==> config.mk <==
export PLATFORM = sky130hd
export DESIGN_NAME = ref_autosel
export DESIGN_NICKNAME = d
export VERILOG_FILES = /design/src/rtl/ras_pkg.sv /design/src/rtl/ras_mode_fsm.sv /design/src/rtl/ras_sel_reg.sv /design/src/rtl/ref_autosel.sv
export SDC_FILE = /design/constraint.sdc
export NUM_CORES = 1
export LEC_CHECK = 0
export BUFFER_PORTS_ARGS = -buffer_cell sky130_fd_sc_hd__buf_4
export CAP_MARGIN = 0
export CORE_AREA = 5 5 42 44
export DETAILED_ROUTE_END_ITERATION = 8
export DIE_AREA = 0 0 47 49
export SYNTH_ARGS = -nofsm -noshare
export SYNTH_HDL_FRONTEND = slang
export SYNTH_SLANG_ARGS = --single-unit
==> constraint.sdc <==
create_clock -name clk -period 0.9 [get_ports clk]
set_input_delay 0.045 -clock clk [delete_from_list [all_inputs] [get_ports clk]]
set_output_delay 0.045 -clock clk [all_outputs]
set_load 0.05 [all_outputs]
==> src/rtl/ras_pkg.sv <==
package ras_pkg;

    typedef enum logic [1:0] {
        ST_MANUAL   = 2'd0,
        ST_PENDING  = 2'd1,
        ST_ARMED    = 2'd2,
        ST_SWITCHED = 2'd3
    } ras_state_e;

endpackage

==> src/rtl/ras_mode_fsm.sv <==
module ras_mode_fsm
    import ras_pkg::*;
(
    input  logic       clk,
    input  logic       rst_n,
    input  logic       auto_en,
    input  logic       lol,
    output ras_state_e state_q,
    output logic       fire
);

    ras_state_e state_d;

    // next-state logic; transition names match the brief
    always_comb begin
        state_d = state_q;
        unique case (state_q)
            ST_MANUAL: begin
                if (auto_en && !lol)     state_d = ST_ARMED;    // arm_now
                else if (auto_en && lol) state_d = ST_PENDING;  // wait_lock
            end
            ST_PENDING: begin
                if (!auto_en)  state_d = ST_MANUAL;             // go_manual
                else if (!lol) state_d = ST_ARMED;              // lock_seen
            end
            ST_ARMED: begin
                if (!auto_en) state_d = ST_MANUAL;              // go_manual
                else if (lol) state_d = ST_SWITCHED;            // fail_over
            end
            ST_SWITCHED: begin
                if (!auto_en) state_d = ST_MANUAL;              // go_manual
            end
            default: state_d = ST_MANUAL;
        endcase
    end

    // state register
    always_ff @(posedge clk or negedge rst_n) begin
        if (!rst_n) state_q <= ST_MANUAL;
        else        state_q <= state_d;
    end

    // output decode: the one-shot switch request
    always_comb begin
        fire = (state_q == ST_ARMED) && auto_en && lol;
    end

endmodule

==> src/rtl/ras_sel_reg.sv <==
module ras_sel_reg
    import ras_pkg::*;
#(
    parameter bit RESET_SEL = 1'b0
) (
    input  logic       clk,
    input  logic       rst_n,
    input  ras_state_e state_q,
    input  logic       auto_en,
    input  logic       man_sel,
    input  logic       fire,
    output logic       sel_q
);

    logic sel_d;

    always_comb begin
        if (!auto_en)                                  sel_d = man_sel;
        else if (fire)                                 sel_d = ~sel_q;
        else if (state_q == ST_SWITCHED)               sel_d = sel_q;
        else                                           sel_d = man_sel;
    end

    always_ff @(posedge clk or negedge rst_n) begin
        if (!rst_n) sel_q <= RESET_SEL;
        else        sel_q <= sel_d;
    end

endmodule

==> src/rtl/ref_autosel.sv <==
module ref_autosel
    import ras_pkg::*;
#(
    parameter bit RESET_SEL = 1'b0
) (
    input  logic clk,
    input  logic rst_n,
    input  logic man_sel,
    input  logic auto_en,
    input  logic lol,
    output logic mux_sel,
    output logic sel_ack
);

    ras_state_e state_q;
    logic       fire;
    logic       sel_q;

    ras_mode_fsm u_fsm (
        .clk     (clk),
        .rst_n   (rst_n),
        .auto_en (auto_en),
        .lol     (lol),
        .state_q (state_q),
        .fire    (fire)
    );

    ras_sel_reg #(.RESET_SEL(RESET_SEL)) u_sel (
        .clk     (clk),
        .rst_n   (rst_n),
        .state_q (state_q),
        .auto_en (auto_en),
        .man_sel (man_sel),
        .fire    (fire),
        .sel_q   (sel_q)
    );

    always_comb begin
        mux_sel = sel_q;
        sel_ack = sel_q;
    end


    manual_follow_chk: assert property (@(posedge clk) disable iff (!rst_n)
        !auto_en |=> (mux_sel == $past(man_sel)));


    arm_cond_chk: assert property (@(posedge clk) disable iff (!rst_n)
        (state_q == ST_ARMED && $past(state_q) != ST_ARMED) |-> $past(auto_en && !lol));


    fail_over_chk: assert property (@(posedge clk) disable iff (!rst_n)
        (state_q == ST_ARMED && auto_en && lol) |=> (mux_sel != $past(mux_sel)));


    one_shot_chk: assert property (@(posedge clk) disable iff (!rst_n)
        (state_q == ST_SWITCHED && auto_en) |=> $stable(mux_sel));


    rearm_path_chk: assert property (@(posedge clk) disable iff (!rst_n)
        (state_q == ST_SWITCHED) |=> (state_q == ST_SWITCHED || state_q == ST_MANUAL));


    pending_hold_chk: assert property (@(posedge clk) disable iff (!rst_n)
        (state_q == ST_PENDING && auto_en && lol) |=> (state_q == ST_PENDING));

endmodule

==> results.tsv <==
metric	value	unit
status	complete, no violations	
synth_ff_type	dfrtp_1	
crit_type	flop to output pin	
cts.htree.levels	1	
slew_headroom	90.55	%
total_power	0.0004730	W
hp-class	input pin to flop	
fill_cells	166	
wl_per_cell	8.025	um
finalWorstSetupSlack	0.003481	ns
worstPathRequired	0.85	ns
insertion_delay	0.24	ns
synthMuxAreaShare	0	%
ir_worst_vdd	0.4740	mV
drtPass1Iterations	1	
synth_cells	14	
grt_pass1_vias	138	
startpoint_type	flop	
postRouteWirelength	321	um
synth_cell_types	11	
antenna_left	0	
cts_tree	done	
clkTransAtPathRegs	0.04	ns
synthSimpleGateAreaFrac	18.75	%
synth_top_area_share	53.57	%
ys_warn_count	0	
cts-buffers-inserted	3	
rsz0062_at_grt	yes	
num_rows	14	
cts_resized	0	
overflow	0	
fmax	1.115	GHz
path_delay_family	flip-flops	
grt_pass1_wl	524	um
syn_nets	19	
synth_most_common_cell	dfrtp_1	
ys_seq_area_share	53.57	%
syn_to_final_growth	67.86	%
power.density	2011	mW/mm2
final_cells	40	
synth_commonest_cells	dfrtp_1, a21oi_1	
leakage	0.1048	nW
setup_viol_count_final	0	
dieWidth	47	um
vias	125	
place_area	198.9	um2
r2r_slack	0.07	ns
cts_sinks	3	
postSynthAreaPerCell	10.01	um2
synth_xor_area_share	0	%
finalHoldViolations	0	
ys_seq_elements	3	
via_per_inst	3.125	
antenna_cells	0	
crit_fanout	4	
grt_use_total	4.014	%
port_buffers	6	
synth_top_family_by_area	compound AO/OA/AOI/OAI gates	
endpoint_kind	output pin	
placed_cells_incl_taps	35	
worstMarginPinSlew	0.1405	ns
dp_slack	0.07121	ns
skew	0.004243	ns
finish.net_count	30	
worstPathCellList	buf_4	
drive_above_1_share	45.83	%
synth_compound_area_share	19.64	%
ios	7	
core	0.001401	mm2
gp_congestion	0.7196	
cp_num_buf_inv	1	
first_iter_violations	0	
clk_path_buf_depth	2	
arrival	0.85	ns
initial_core_util	10.00	%
post_cts_buffers	0	
min_period_over_period	99.61	%
critPathMaxStageDelay	0.42	ns
yosys.area.top_type	dfrtp_1	
drv_cap	0	
die_y	49	um
min_period	0.8965	ns
cts_root_buf	clkbuf_4	
synth_area	140.1	um2
slowest_stage	dfrtp_2	
final_area	235.2	um2
final_max_slew_viol_count	0	
async_flop_share	100.0	%
synth_edf_count	0	
antenna_found_initial	0	
synth_adder_area_share	0	%
drc_errors	0	
grt_max_degree	5	
synthTopCellsByArea	dfrtp_1, nor3b_2, a21oi_1	
dieArea	0.002303	mm2
==> flip-flops by register name, indices dropped and copies added (netlist names) <==
signal and count:
u_sel.sel_q 1, u_fsm.state_q 2
==> area by class of cell <==
cell class	count	area (um2)	share of cell area [%]
Tap cell	16	20.02	8.511
Inverter	1	3.754	1.596
Sequential cell	3	76.32	32.45
Multi-Input combinational cell	9	53.80	22.87
Timing Repair Buffer	7	55.05	23.40
Clock buffer	4	26.28	11.17
==> metal layers <==
| metal | track usage [%] | vias up | wire [um] |
|---|---|---|---|
| met1 | 2.637 | 53 | 116 |
| met3 | 7.749 | 0 | 55 |
| met5 | 0 | - | 0 |
| met4 | 1.382 | 0 | 0 |
| li1 | - | 66 | - |
| met2 | 4.751 | 6 | 150 |
==> cell usage in the layout, fill, tap and decap left out <==
cell type,netlist,routed
clkbuf_4,0,3
inv_1,1,1
o21ai_1,1,1
o21ai_0,1,1
dlygate4sd3_1,0,1
nor2_1,1,1
nand2_1,1,1
nor3b_2,1,1
dfrtp_2,0,1
dfrtp_1,3,2
buf_4,1,6
a21boi_0,1,1
nor2b_1,1,1
clkbuf_1,0,1
a21oi_1,2,2
==> kinds of logic (layout without fill, tap and decap cells) <==
kind of cell / Yosys count / in the layout
buffers and inverters: 2 / 12
AO/OA/AOI/OAI: 5 / 5
flip-flops: 3 / 3
AND/OR/NAND/NOR: 4 / 4
==> final timing paths <==
kind / end / cells after the start / start
worst max-delay path: mux_sel / 1 / u_sel.sel_q$_DFFE_PN0P_
worst min-delay path: u_fsm.state_q[1]$_DFFE_PN0P_ / 2 / lol
worst max register to register: u_sel.sel_q$_DFFE_PN0P_ / 3 / u_fsm.state_q[0]$_DFFE_PN0P_
worst min register to register: u_fsm.state_q[1]$_DFFE_PN0P_ / 2 / u_fsm.state_q[1]$_DFFE_PN0P_
max in group asynchronous: u_sel.sel_q$_DFFE_PN0P_ / 2 / rst_n
min in group asynchronous: u_sel.sel_q$_DFFE_PN0P_ / 2 / rst_n
==> what timing repair did <==
action                                  CTS  global route
hold buffers                              1             0
endpoints found under the hold margin     3             0
endpoints found under the setup margin    2             3
==> metrics by stage <==
step	util, %	TNS [ns]	hold slack, ns
floorplan	-	-0.01684	-0.2506
global placement	14.20	0	-0.1650
detailed placement	14.20	0	-0.1637
CTS	16.79	-0.01576	0.02213
global route	16.79	-0.07987	0.02477
finish	16.79	0	0.02964
==> where the power goes <==
group	switching [W]	internal [W]	leakage, nW
Combinational	0.0000445	0.0000335	0.0538
Sequential	0.00000964	0.000146	0.0360
Clock	0.0000731	0.000166	0.0150
Total	0.000127	0.000346	0.105
(Power assumes the default switching activity.)
